--- src/rtl/ilv_mm_pkg.sv ---
package ilv_mm_pkg;
  localparam int DIM    = 16;
  localparam int GROUP  = 8;
  localparam int IDX_W  = $clog2(DIM);
  localparam int ADDR_W = 2 * IDX_W;
  localparam int SLOT_W = $clog2(GROUP);
  localparam int NGRP   = DIM / GROUP;
  localparam int GRP_W  = (NGRP > 1) ? $clog2(NGRP) : 1;

  typedef struct packed {
    logic [IDX_W-1:0]  row;
    logic [IDX_W-1:0]  col;
    logic [SLOT_W-1:0] slot;
    logic              first;
    logic              last;
  } term_tag_t;
endpackage

--- src/rtl/ilv_mm_loop.sv ---
module ilv_mm_loop
  import ilv_mm_pkg::*;
(
  input  logic             clk,
  input  logic             rst_n,
  input  logic             start,
  input  logic             finish,
  output logic             busy,
  output logic             issue,
  output logic [IDX_W-1:0] k_idx,
  output term_tag_t        tag
);
  logic              busy_q, run_q;
  logic [IDX_W-1:0]  row_q, k_q;
  logic [GRP_W-1:0]  grp_q;
  logic [SLOT_W-1:0] slot_q;
  logic wrap_slot, wrap_k, wrap_grp, wrap_row;

  assign wrap_slot = (slot_q == SLOT_W'(GROUP - 1));
  assign wrap_k    = (k_q == IDX_W'(DIM - 1));
  assign wrap_grp  = (grp_q == GRP_W'(NGRP - 1));
  assign wrap_row  = (row_q == IDX_W'(DIM - 1));

  always_ff @(posedge clk or negedge rst_n) begin
    if (!rst_n) begin
      busy_q <= 1'b0;
      run_q  <= 1'b0;
      row_q  <= '0;
      k_q    <= '0;
      grp_q  <= '0;
      slot_q <= '0;
    end else if (!busy_q) begin
      if (start) begin
        busy_q <= 1'b1;
        run_q  <= 1'b1;
        row_q  <= '0;
        k_q    <= '0;
        grp_q  <= '0;
        slot_q <= '0;
      end
    end else begin
      if (run_q) begin
        slot_q <= slot_q + 1'b1;
        if (wrap_slot) begin
          k_q <= k_q + 1'b1;
          if (wrap_k) begin
            grp_q <= wrap_grp ? '0 : grp_q + 1'b1;
            if (wrap_grp) begin
              row_q <= row_q + 1'b1;
              if (wrap_row) run_q <= 1'b0;
            end
          end
        end
      end
      if (finish) busy_q <= 1'b0;
    end
  end

  assign busy      = busy_q;
  assign issue     = run_q;
  assign k_idx     = k_q;
  assign tag.row   = row_q;
  assign tag.col   = IDX_W'({grp_q, slot_q});
  assign tag.slot  = slot_q;
  assign tag.first = (k_q == '0);
  assign tag.last  = wrap_k;
endmodule

--- src/rtl/ilv_mm_addr.sv ---
module ilv_mm_addr
  import ilv_mm_pkg::*;
(
  input  logic              issue,
  input  logic [IDX_W-1:0]  rd_row,
  input  logic [IDX_W-1:0]  rd_col,
  input  logic [IDX_W-1:0]  rd_k,
  input  logic [IDX_W-1:0]  wr_row,
  input  logic [IDX_W-1:0]  wr_col,
  output logic              a_en,
  output logic [ADDR_W-1:0] a_addr,
  output logic              b_en,
  output logic [ADDR_W-1:0] b_addr,
  output logic [ADDR_W-1:0] c_addr
);
  // A is walked along its row, B down its column, C row-major.
  assign a_en   = issue;
  assign b_en   = issue;
  assign a_addr = {rd_row, rd_k};
  assign b_addr = {rd_k, rd_col};
  assign c_addr = {wr_row, wr_col};
endmodule

--- src/rtl/ilv_mm_mac.sv ---
module ilv_mm_mac
  import ilv_mm_pkg::*;
#(
  parameter int OP_W    = 16,
  parameter int ADD_LAT = 7,
  parameter int ACC_W   = 2 * OP_W + IDX_W
) (
  input  logic                    clk,
  input  logic                    rst_n,
  input  logic                    issue,
  input  term_tag_t               tag_in,
  input  logic [OP_W-1:0]         a_data,
  input  logic [OP_W-1:0]         b_data,
  output logic                    wr_en,
  output logic [IDX_W-1:0]        wr_row,
  output logic [IDX_W-1:0]        wr_col,
  output logic signed [ACC_W-1:0] wr_sum
);
  // stage 1: tag waits for memory data
  logic      rd_vld_q;
  term_tag_t rd_tag_q;
  // stage 2: registered product
  logic                    mul_vld_q;
  term_tag_t               mul_tag_q;
  logic signed [ACC_W-1:0] prod_q;
  logic signed [2*OP_W-1:0] prod_w;
  // adder pipeline and per-slot partial sums
  logic                    pipe_vld [ADD_LAT];
  term_tag_t               pipe_tag [ADD_LAT];
  logic signed [ACC_W-1:0] pipe_sum [ADD_LAT];
  logic signed [ACC_W-1:0] psum     [GROUP];
  logic signed [ACC_W-1:0] partial, entry_sum;

  assign prod_w = $signed(a_data) * $signed(b_data);

  always_ff @(posedge clk or negedge rst_n) begin
    if (!rst_n) begin
      rd_vld_q  <= 1'b0;
      mul_vld_q <= 1'b0;
    end else begin
      rd_vld_q  <= issue;
      mul_vld_q <= rd_vld_q;
    end
  end

  always_ff @(posedge clk) begin
    rd_tag_q  <= tag_in;
    mul_tag_q <= rd_tag_q;
    prod_q    <= ACC_W'(prod_w);
  end

  assign partial   = mul_tag_q.first ? '0 : psum[mul_tag_q.slot];
  assign entry_sum = prod_q + partial;

  always_ff @(posedge clk or negedge rst_n) begin
    if (!rst_n) begin
      for (int s = 0; s < ADD_LAT; s++) pipe_vld[s] <= 1'b0;
    end else begin
      pipe_vld[0] <= mul_vld_q;
      for (int s = 1; s < ADD_LAT; s++) pipe_vld[s] <= pipe_vld[s-1];
    end
  end

  always_ff @(posedge clk) begin
    pipe_tag[0] <= mul_tag_q;
    pipe_sum[0] <= entry_sum;
    for (int s = 1; s < ADD_LAT; s++) begin
      pipe_tag[s] <= pipe_tag[s-1];
      pipe_sum[s] <= pipe_sum[s-1];
    end
    if (pipe_vld[ADD_LAT-1]) psum[pipe_tag[ADD_LAT-1].slot] <= pipe_sum[ADD_LAT-1];
  end

  assign wr_en  = pipe_vld[ADD_LAT-1] && pipe_tag[ADD_LAT-1].last;
  assign wr_row = pipe_tag[ADD_LAT-1].row;
  assign wr_col = pipe_tag[ADD_LAT-1].col;
  assign wr_sum = pipe_sum[ADD_LAT-1];
endmodule

--- src/rtl/ilv_matmul.sv ---
module ilv_matmul
  import ilv_mm_pkg::*;
#(
  parameter int OP_W    = 16,
  parameter int ADD_LAT = 7
) (
  input  logic                        clk,
  input  logic                        rst_n,
  input  logic                        start,
  output logic                        busy,
  output logic                        done,
  output logic                        a_rd_en,
  output logic [2*IDX_W-1:0]          a_rd_addr,
  input  logic [OP_W-1:0]             a_rd_data,
  output logic                        b_rd_en,
  output logic [2*IDX_W-1:0]          b_rd_addr,
  input  logic [OP_W-1:0]             b_rd_data,
  output logic                        c_wr_en,
  output logic [2*IDX_W-1:0]          c_wr_addr,
  output logic [2*OP_W+IDX_W-1:0]     c_wr_data
);
  localparam int ACC_W = 2 * OP_W + IDX_W;

  logic             issue, finish, done_q;
  logic [IDX_W-1:0] k_idx, wr_row, wr_col;
  term_tag_t        tag;
  logic signed [ACC_W-1:0] wr_sum;

  assign finish = c_wr_en && (c_wr_addr == '1);

  ilv_mm_loop loop_i (
    .clk(clk), .rst_n(rst_n), .start(start), .finish(finish),
    .busy(busy), .issue(issue), .k_idx(k_idx), .tag(tag)
  );

  ilv_mm_addr addr_i (
    .issue(issue), .rd_row(tag.row), .rd_col(tag.col), .rd_k(k_idx),
    .wr_row(wr_row), .wr_col(wr_col),
    .a_en(a_rd_en), .a_addr(a_rd_addr), .b_en(b_rd_en), .b_addr(b_rd_addr),
    .c_addr(c_wr_addr)
  );

  ilv_mm_mac #(.OP_W(OP_W), .ADD_LAT(ADD_LAT), .ACC_W(ACC_W)) mac_i (
    .clk(clk), .rst_n(rst_n), .issue(issue), .tag_in(tag),
    .a_data(a_rd_data), .b_data(b_rd_data),
    .wr_en(c_wr_en), .wr_row(wr_row), .wr_col(wr_col), .wr_sum(wr_sum)
  );

  assign c_wr_data = wr_sum;

  always_ff @(posedge clk or negedge rst_n) begin
    if (!rst_n) done_q <= 1'b0;
    else        done_q <= finish;
  end
  assign done = done_q;
endmodule

--- config.mk ---
export PLATFORM = sky130hd
export DESIGN_NAME = ilv_matmul
export DESIGN_NICKNAME = d
export VERILOG_FILES = /design/src/rtl/ilv_mm_pkg.sv /design/src/rtl/ilv_mm_loop.sv /design/src/rtl/ilv_mm_addr.sv /design/src/rtl/ilv_mm_mac.sv /design/src/rtl/ilv_matmul.sv
export SDC_FILE = /design/constraint.sdc
export NUM_CORES = 1
export LEC_CHECK = 0
export BUFFER_PORTS_ARGS = -buffer_cell sky130_fd_sc_hd__clkbuf_2
export CORE_MARGIN = 4
export CORE_UTILIZATION = 25
export CTS_CLUSTER_SIZE = 40
export DETAILED_ROUTE_END_ITERATION = 6
export GPL_TIMING_DRIVEN = 0
export PLACE_DENSITY_LB_ADDON = 0.12
export SYNTH_ARGS = -nofsm -noshare
export SYNTH_HDL_FRONTEND = slang
export SYNTH_HIERARCHICAL = 1
export SYNTH_SLANG_ARGS = --single-unit
--- constraint.sdc ---
create_clock -name clk -period 4 [get_ports clk]
set_clock_uncertainty 0.1 [all_clocks]
set_input_delay 0.2 -clock clk [delete_from_list [all_inputs] [get_ports clk]]
set_output_delay 0.2 -clock clk [all_outputs]
set_load 0.02 [all_outputs]
### Yosys cells after proc, flatten, opt, wreduce, memory -nomap -nowiden

Memories as Yosys holds them, arrays and structs flattened. A register that Yosys moved wholly into a read port is not among the register bits.
Index checks and enable logic that the tools add are counted.

* flip-flop bits (word level): 82
* output and inout bits: 65
* memories: 3
* word-level logic and storage cells: 83
* input bits: 35
* bits in writable memories: 631

* equality and inequality tests: 8
* $mul: 1
* reduce and logical (&&, ||, !) cells: 8
* muxes and demuxes: 31
* add/subtract/negate cells: 5

Memory list
* mac_i.psum: depth 8, width 36, rd ports 1, clocked after Yosys merged registers in 1, wr ports 1, line ilv_mm_mac.sv:31 `logic signed [ACC_W-1:0] psum [GROUP];`
* mac_i.pipe_sum: depth 7, width 36, rd ports 7, clocked after Yosys merged registers in 0, wr ports 7, line ilv_mm_mac.sv:30 `logic signed [ACC_W-1:0] pipe_sum [ADD_LAT];`
* mac_i.pipe_tag: depth 7, width 13, rd ports 7, clocked after Yosys merged registers in 0, wr ports 7, line ilv_mm_mac.sv:29 `term_tag_t pipe_tag [ADD_LAT];`

Operators by type and width (count)
* $add A32 B36 Y36: 1
* $mux W36: 1
* $mux W4: 9
* $mul A16 B16 Y32: 1
* $mux W1: 18
* $mux W3: 3
* $add A4 B1 Y4 const B: 2
* $eq A4 B4 Y1 const B: 2
* $eq A8 B8 Y1 const B: 1
* $ne A2 B2 Y1 const B: 4
* $reduce_and A5 Y1: 1
* $logic_not A4 Y1: 1
* $reduce_and A4 Y1: 1
* $add A3 B1 Y3 const B: 1
* $eq A3 B3 Y1 const B: 1
* $reduce_and A3 Y1: 1
* $logic_and A1 B1 Y1: 2
* $reduce_and A2 Y1: 1
* $reduce_bool A2 Y1: 1
* $add A1 B1 Y1 const B: 1

### Longest topological paths before layout

Gate-level depths: netlist of run 1.

* depth after elaboration: 7
* gate-level depth with buffers: 24
* depth with buffers taken out: 23

### Hierarchy

Netlist of run 1, hierarchy kept.

Modules (own cells, without submodules)
* ilv_mm_mac: area an instance 30819.6 µm², times used 1, seq. area each 16761.1 µm², cells each 2232
* ilv_mm_loop: area an instance 873.3 µm², times used 1, seq. area each 350.3 µm², cells each 83
* ilv_mm_addr: area an instance 195.2 µm², times used 1, seq. area each 0.0 µm², cells each 26
* ilv_matmul: area an instance 50.0 µm², times used 1, seq. area each 25.0 µm², cells each 5

### Worst setup path before layout of run 1

OpenSTA, ideal clock, no wires.

* path kind: input to register
* start point: input a_rd_data[7]
* end point: register mac_i.prod_q[28]
* required time: 3.835 ns
* buffers on the path: 1
* path slack: -1.749 ns
* setup time: 0.065 ns
* cell stages on the path: 22
* arrival: 5.585 ns
* path through: clkbuf_1 nand2_1 fa_1 inv_1 fa_1 inv_1 fa_1 inv_1 fa_1 fa_1 inv_1 fa_1 inv_1 ha_1 nand2_1 or3_1 or3_1 o31ai_2 o21ai_2 o31ai_1 a211oi_1 nor2_1

* longest elaborated chain between the ends: 1

Ends and longest elaborated chain
* from (decl): line ilv_matmul.sv:14 `input logic [OP_W-1:0] a_rd_data,`
* $mul A16 B16 Y32: line ilv_mm_mac.sv:34 `assign prod_w = $signed(a_data) * $signed(b_data);`
* net mac_i.prod_w[28]: line ilv_mm_mac.sv:26 `logic signed [2*OP_W-1:0] prod_w;`
* to (signal assigned): line ilv_mm_mac.sv:49 `prod_q <= ACC_W'(prod_w);`
* to (decl): line ilv_mm_mac.sv:25 `logic signed [ACC_W-1:0] prod_q;`

The timed path passes the listed nets, and every way through them passes these cells.
A chain may end at the register's enable or synchronous reset.

### Final worst setup path of run 1

* start point: input b_rd_data[6]
* end point: register mac_i.prod_q[28]

* longest elaborated chain between the ends: 1

Ends and longest elaborated chain
* from (decl): line ilv_matmul.sv:17 `input logic [OP_W-1:0] b_rd_data,`
* $mul A16 B16 Y32: line ilv_mm_mac.sv:34
* net mac_i.prod_w[28]: line ilv_mm_mac.sv:26

The timed path passes the listed nets, and every way through them passes these cells.

==> qor.yml, run 1 <==
critical_path:
  cp.buffers_inverters: 6
  end_kind: "flip-flop"
  cp_common_cell: "fa_1"
  r2r_slack_ns: -0.19
  crit_required_ns: 4.43
  worstSetupPathType: "in -> reg"
  path_cells: "clkbuf_16 > clkbuf_8 > and2_4 > fa_1 > inv_2 > fa_2 > fa_1 > fa_1 > inv_1 > fa_1 > inv_1 > fa_1 > inv_2 > ha_4 > nand2_1 > or3_4 > or3_4 > o31ai_4 > o21ai_4 > o31ai_2 > a211oi_1 > nor2_1"
  worstReg2RegStart: "mac_i/mul_tag_q[2]"
  worstReg2RegEnd: "mac_i/pipe_sum[0][34]"
  max_stage_delay_ns: 0.57
  cpMaxStageDelayCell: "fa_2"
  cp_top_family: "adder cells"
  cp_max_fo: 6
  cp-start-kind: "input port"
  reg2regPathDepth: 17
  worst_ep_arrival_time_ns: 5.79
global_routing:
  antenna_found_initial: 0
  track_usage_pct: 11.8
  first_global_vias: 19400
  grt_max_degree: 25
  grt_pass1_wl_um: 120000
  grt_overflow: 0
final_layout:
  nets: 3054
  nFillCells: 12500
  drive_gt1_share_pct: 26.7
  diodes: 0
  area.sequential_mm2: 0.0171
  multiInputGateArea_mm2: 0.0143
  area_growth_syn_to_layout_pct: 26.0
clock_tree:
  worstSkewPairLatency_ns: 0.61
  numCtsBuffers: 69
  clk_pin_slew_worst_paths_ns: 0.06
  cts_tree: "built"
  cts.sinks: 706
  clockBufferDepth: 3
  htree_levels: 3
  cts-root-buf: "clkbuf_16"
synthesis:
  yosys.area.top_type: "edfxtp_1"
  async_flop_share_pct: 3.40
  netlist-cell-type-count: 82
  synth_top_area_share_pct: 27.1
  synth_flop_cell: "dfxtp_1"
  synthCells: 2346
  syn-cell-area_mm2: 0.0319
  yosysWarnings: 6
  synth_edf_count: 288
  synth_most_common_cell: "dfxtp_1"
  synth-seq-cells: 706
  avgSynthCellArea_um2: 13.6
  syn-num-nets: 2766
  ys_seq_area_share_pct: 53.7
  synth.area.top_cells: "edfxtp_1, dfxtp_1, fa_1, mux4_2, ha_1"
  netlist_top_cells_count: "dfxtp_1, inv_1, edfxtp_1, fa_1, nand2_1"
sta:
  tns_ns: -21.03
  slew_violations: 0
  rsz0062_at_grt: "yes"
  finalHoldViolCount: 0
  timing.fmax_mhz: 186
  setup_viol: 27
  tightest_slew_ns: 0.926
  timing.slew.headroom_pct: 37.9
  finalCritPeriodShare_pct: 134
  worst_slack_ns: -1.36
  finalWorstPathRequiredPeriod_ns: 5.36
floorplanning:
  start_util_pct: 25.3
  die_y_um: 365
  pin_count: 100
  fp.dieW_um: 365
  die_area_mm2: 0.134
  core_area_mm2: 0.126
  rows: 130
routing:
  dr.pass1.iters: 4
  drtAntennaViolNets: 0
  drt_wl_total_um: 77900
  drt_iter0_drc: 824
  via_per_inst: 4.06
  drc: 0
  routed-via-count: 17600
  wire_per_inst_um: 17.9
placement:
  place_congestion: 0.811
  hpwl_um: 58200
  preCtsSetupSlack_ns: -2.67
  io_buffers: 99
run:
  cap_violations: 0
min_path:
  hold_class: "in -> async"
status:
  outcome: "finished, violations left"
  violations: "negative setup slack"
[worst max-delay path by stage]
stage	endpoint	slack, ns	cells after the start	from
after CTS	mac_i/prod_q[30]	-1.29	22	b_rd_data[4]
after global routing	mac_i/prod_q[28]	-1.50	23	a_rd_data[5]
after detailed placement	mac_i/prod_q[31]	-2.67	21	a_rd_data[9]
final	mac_i/prod_q[28]	-1.36	22	b_rd_data[6]
after floorplan	mac_i/prod_q[26]	-1.48	21	b_rd_data[4]
after global placement	mac_i/psum[0][9]	-3.04	2	mac_i/pipe_vld[0]
[cells in the final DEF, fill, tap and decap left out, drive strengths merged, types with 26 or more instances in the layout]
master  synthesis  routed
a21oi          46      46
edfxtp        288     288
mux4           72      72
inv           326     332
ha            122     122
clkbuf         45     226
buf            57     181
nand2         159     159
o21ai          29      29
nor2           82      82
xnor2          42      42
dfxtp         394     394
nand3          26      26
mux2i          36      36
and2          132     132
fa            263     263
[final cells by class]
cell class                 count  area share, %
sequential                   706           42.6
multi-input combinational   1210           35.5
tap                         1650           5.13
timing repair buffer         221           4.87
clock buffer                  93           4.82
inverter                     327           3.05
buffer                        99           2.98
clock inverter                35           1.02
[worst reg2reg max path, cell delays in order (launching register included)]
cell	delay, ns
dfxtp_4	0.37
buf_12	0.12
buf_6	0.09
buf_6	0.11
buf_12	0.12
buf_12	0.11
mux4_2	0.52
mux2i_4	0.27
nor2_1	0.08
ha_2	0.33
o21ai_1	0.17
o21bai_2	0.11
or2_1	0.26
o2111a_2	0.31
o31a_1	0.35
o41ai_4	0.29
nor3_2	0.08
a311o_1	0.27
[what timing repair did]
item	4_1_cts	5_1_grt
setup endpoints to repair	59	37
endpoints found under the hold margin	37	0
setup buffers	72	33
cloned	0	1
hold buffers	5	0
resized for setup	343	104
pin swaps	100	69
[per-stage QoR]
stage	std cells	utilization, %	cell area, um2	hold WS (ns)
6_report	4341	31.9	40300	0.0562
5_1_grt	4341	31.9	40300	0.0616
4_1_cts	4311	31.4	39600	0.0326
3_5_place_dp	4110	27.7	35000	0.176
3_3_place_gp	4095	27.5	34700	0.169
2_1_floorplan	2346	-	32200	-0.196
[cell families (layout without fill, tap and decap cells)]
logic type	Yosys count	in the layout	share of synthesized area, %
fa+ha+maj	385	385	21.3
mux	111	111	6.31
flops	706	706	53.7
xor+xnor	64	64	1.76
buf+inv	430	775	5.65
simple gates	469	469	7.34
compound gates	181	181	4.03
[layer usage]
layer | share of wire [%] | track usage (%) | up-vias
met5 | 0 | 0 | -
met1 | 48 | 16.3 | 8968
li1 | - | - | 8328
met4 | 1.9 | 3.00 | 0
met2 | 47 | 19.6 | 237
met3 | 2.5 | 1.35 | 81
[registers in the layout (all words and copies together) (netlist names)]
name,count
loop_i/busy,1
mac_i/prod_q,32
mac_i/mul_tag_q,13
mac_i/psum,288
mac_i/mul_vld_q,1
mac_i/rd_tag_q,13
loop_i/row_q,4
mac_i/pipe_vld,7
mac_i/pipe_sum,252
loop_i/slot_q,3
loop_i/grp_q,1
loop_i/k_idx,4
done,1
loop_i/issue,1
mac_i/rd_vld_q,1
mac_i/pipe_tag,84
Power of run 1 is left out: the tool's default activity adds up to more than one toggle a clock period on the data nets, which glitch-free logic cannot reach.
==> run 2: changes to the inputs <==
--- a/config.mk
+++ b/config.mk
@@ -5,7 +5,7 @@
 export SDC_FILE = /design/constraint.sdc
 export NUM_CORES = 1
 export LEC_CHECK = 0
-export BUFFER_PORTS_ARGS = -buffer_cell sky130_fd_sc_hd__clkbuf_2
+export BUFFER_PORTS_ARGS = -buffer_cell sky130_fd_sc_hd__buf_2
 export CORE_MARGIN = 4
 export CORE_UTILIZATION = 25
 export CTS_CLUSTER_SIZE = 40
==> constraint.sdc (replaced) <==
create_clock -name clk -period 6.96 [get_ports clk]
set_clock_uncertainty 0.1 [all_clocks]
set_input_delay 0.348 -clock clk [delete_from_list [all_inputs] [get_ports clk]]
set_output_delay 0.348 -clock clk [all_outputs]
set_load 0.02 [all_outputs]
==> qor.yml, run 2 (synthesized netlist as in run 1, its figures left out) <==
final_layout:
  area_growth_syn_to_layout_pct: 16.5
  layout_commonest_cell: "dfxtp_1"
  nFillCells: 12800
  layout.cells.non_filler: 4245
  diodes: 0
  drive_gt1_share_pct: 15.1
  largest_reg_flops: 288
  layout_common_cells: "dfxtp_1, inv_1, edfxtp_1, fa_1, nand2_1"
  nets: 2957
floorplanning:
  die_area_mm2: 0.134
  die_y_um: 365
  pin_count: 100
  rows: 130
  core_area_mm2: 0.126
  fp.dieW_um: 365
  start_util_pct: 25.3
sta:
  tightest_slew_ns: 1.18
  setup_viol: 0
  fin_hold_ws_ns: 0.0529
  rsz0062_at_grt: "no"
  tns_ns: 0
  timing.slew.headroom_pct: 21.6
  finalHoldViolCount: 0
  finalCritPeriodShare_pct: 94.4
  finalWorstPathRequiredPeriod_ns: 6.57
  slew_violations: 0
  timing.fmax_mhz: 152
critical_path:
  worst_ep_arrival_time_ns: 6.94
  reg2regPathDepth: 16
  cp_max_fo: 10
  worstReg2RegStart: "mac_i/mul_tag_q[3]"
  end_kind: "flip-flop"
  cp-start-kind: "input port"
  worstSetupPathType: "in -> reg"
  r2r_slack_ns: 0.65
  crit_required_ns: 7.33
  worstReg2RegEnd: "mac_i/pipe_sum[0][34]"
global_routing:
  grt_pass1_wl_um: 119000
  grt_max_degree: 25
  grt_overflow: 0
  track_usage_pct: 11.7
  first_global_vias: 19000
  antenna_found_initial: 1
clock_tree:
  htree_levels: 3
  numCtsBuffers: 70
  cts_tree: "built"
  cts.sinks: 706
  cts-root-buf: "clkbuf_16"
  worstSkewPairLatency_ns: 0.61
  clockBufferDepth: 3
  clk_pin_slew_worst_paths_ns: 0.06
  cts_setup_buffers: 0
placement:
  dp_cells: 4116
  io_buffers: 99
  hpwl_um: 58600
  place_congestion: 0.827
run:
  cap_violations: 0
routing:
  drt_wl_total_um: 76100
  routed-via-count: 17100
  drc: 0
  via_per_inst: 4.03
  wire_per_inst_um: 17.9
  dr.pass1.iters: 4
  drt_iter0_drc: 648
  drtAntennaViolNets: 0
min_path:
  worstHoldStart: "a_rd_data[0]"
  hold_class: "in -> reg"
  hold-path-endpoint: "mac_i/prod_q[0]"
  hold_path_depth: 2
status:
  outcome: "finished, final reports clean"
==> run 2: cell count changes in the layout (fill, tap and decap cells not counted), moves of 18 or more <==
cell       previous run  this run
buf_2                 4       105
buf_4               124        40
clkbuf_1             17        57
clkbuf_16            97        72
clkbuf_2             79         1
ha_1                 87       122
ha_4                 24         0
inv_1               308       326
inv_2                18         0
mux2i_1              15        36
==> run 2: worst max-delay path: stages <==
cell	delay, ns
buf_2	0.20
clkbuf_1	0.49
nand2_1	0.15
fa_1	0.52
fa_1	0.53
fa_1	0.51
inv_1	0.07
fa_1	0.49
fa_1	0.49
inv_1	0.05
fa_1	0.47
inv_1	0.04
ha_1	0.34
a21oi_2	0.20
o21ai_1	0.13
a2111oi_2	0.66
nand3_1	0.19
o211ai_1	0.36
a21o_1	0.19
nand2_1	0.07
a311oi_1	0.39
==> run 2: area by class of cell <==
cell class	instances	area, um2	area share (%)
multi-input cells	1210	13100	35.1
plain buffers	101	569	1.53
well taps	1650	2060	5.55
clock inverters	32	297	0.797
inverters	327	1230	3.30
flip-flops and latches	706	17100	46.1
clock buffers	98	2000	5.37
repair buffers	121	865	2.32
==> run 2: metrics by stage <==
| stage | util (%) | setup WS, ns | instance area [um2] |
|---|---|---|---|
| floorplan | - | 1.06 | 31900 |
| global placement | 27.3 | -0.358 | 34500 |
| detailed placement | 27.7 | -0.348 | 34900 |
| CTS | 29.5 | 0.305 | 37200 |
| global route | 29.5 | 0.00450 | 37200 |
| finish | 29.5 | 0.392 | 37200 |
==> run 2: metal layers <==
metal	vias up	wire length [um]	global-route usage, %
met2	242	35900	19.3
met4	0	1170	2.73
met3	71	2190	1.48
met5	-	0	0
li1	8126	-	-
met1	8683	36900	16.3
==> run 2: worst max-delay path by stage <==
| stage | depth (start not counted) | startpoint | end | slack (ns) |
|---|---|---|---|---|
| after global routing | 21 | a_rd_data[12] | mac_i/prod_q[31] | 0.005 |
| after CTS | 21 | a_rd_data[10] | mac_i/prod_q[31] | 0.30 |
| after detailed placement | 21 | a_rd_data[10] | mac_i/prod_q[31] | -0.35 |
| after floorplan | 22 | a_rd_data[7] | mac_i/prod_q[28] | 1.06 |
| final | 21 | b_rd_data[2] | mac_i/prod_q[31] | 0.39 |
| after global placement | 21 | a_rd_data[10] | mac_i/prod_q[31] | -0.36 |
==> run 2: what timing repair did <==
action | 4_1_cts | 5_1_grt
gates resized for setup | 0 | 2
hold buffers | 1 | 0
endpoints found under the hold margin | 24 | 0
setup endpoints to repair | 0 | 1
Power of run 2 is left out for the same reason.
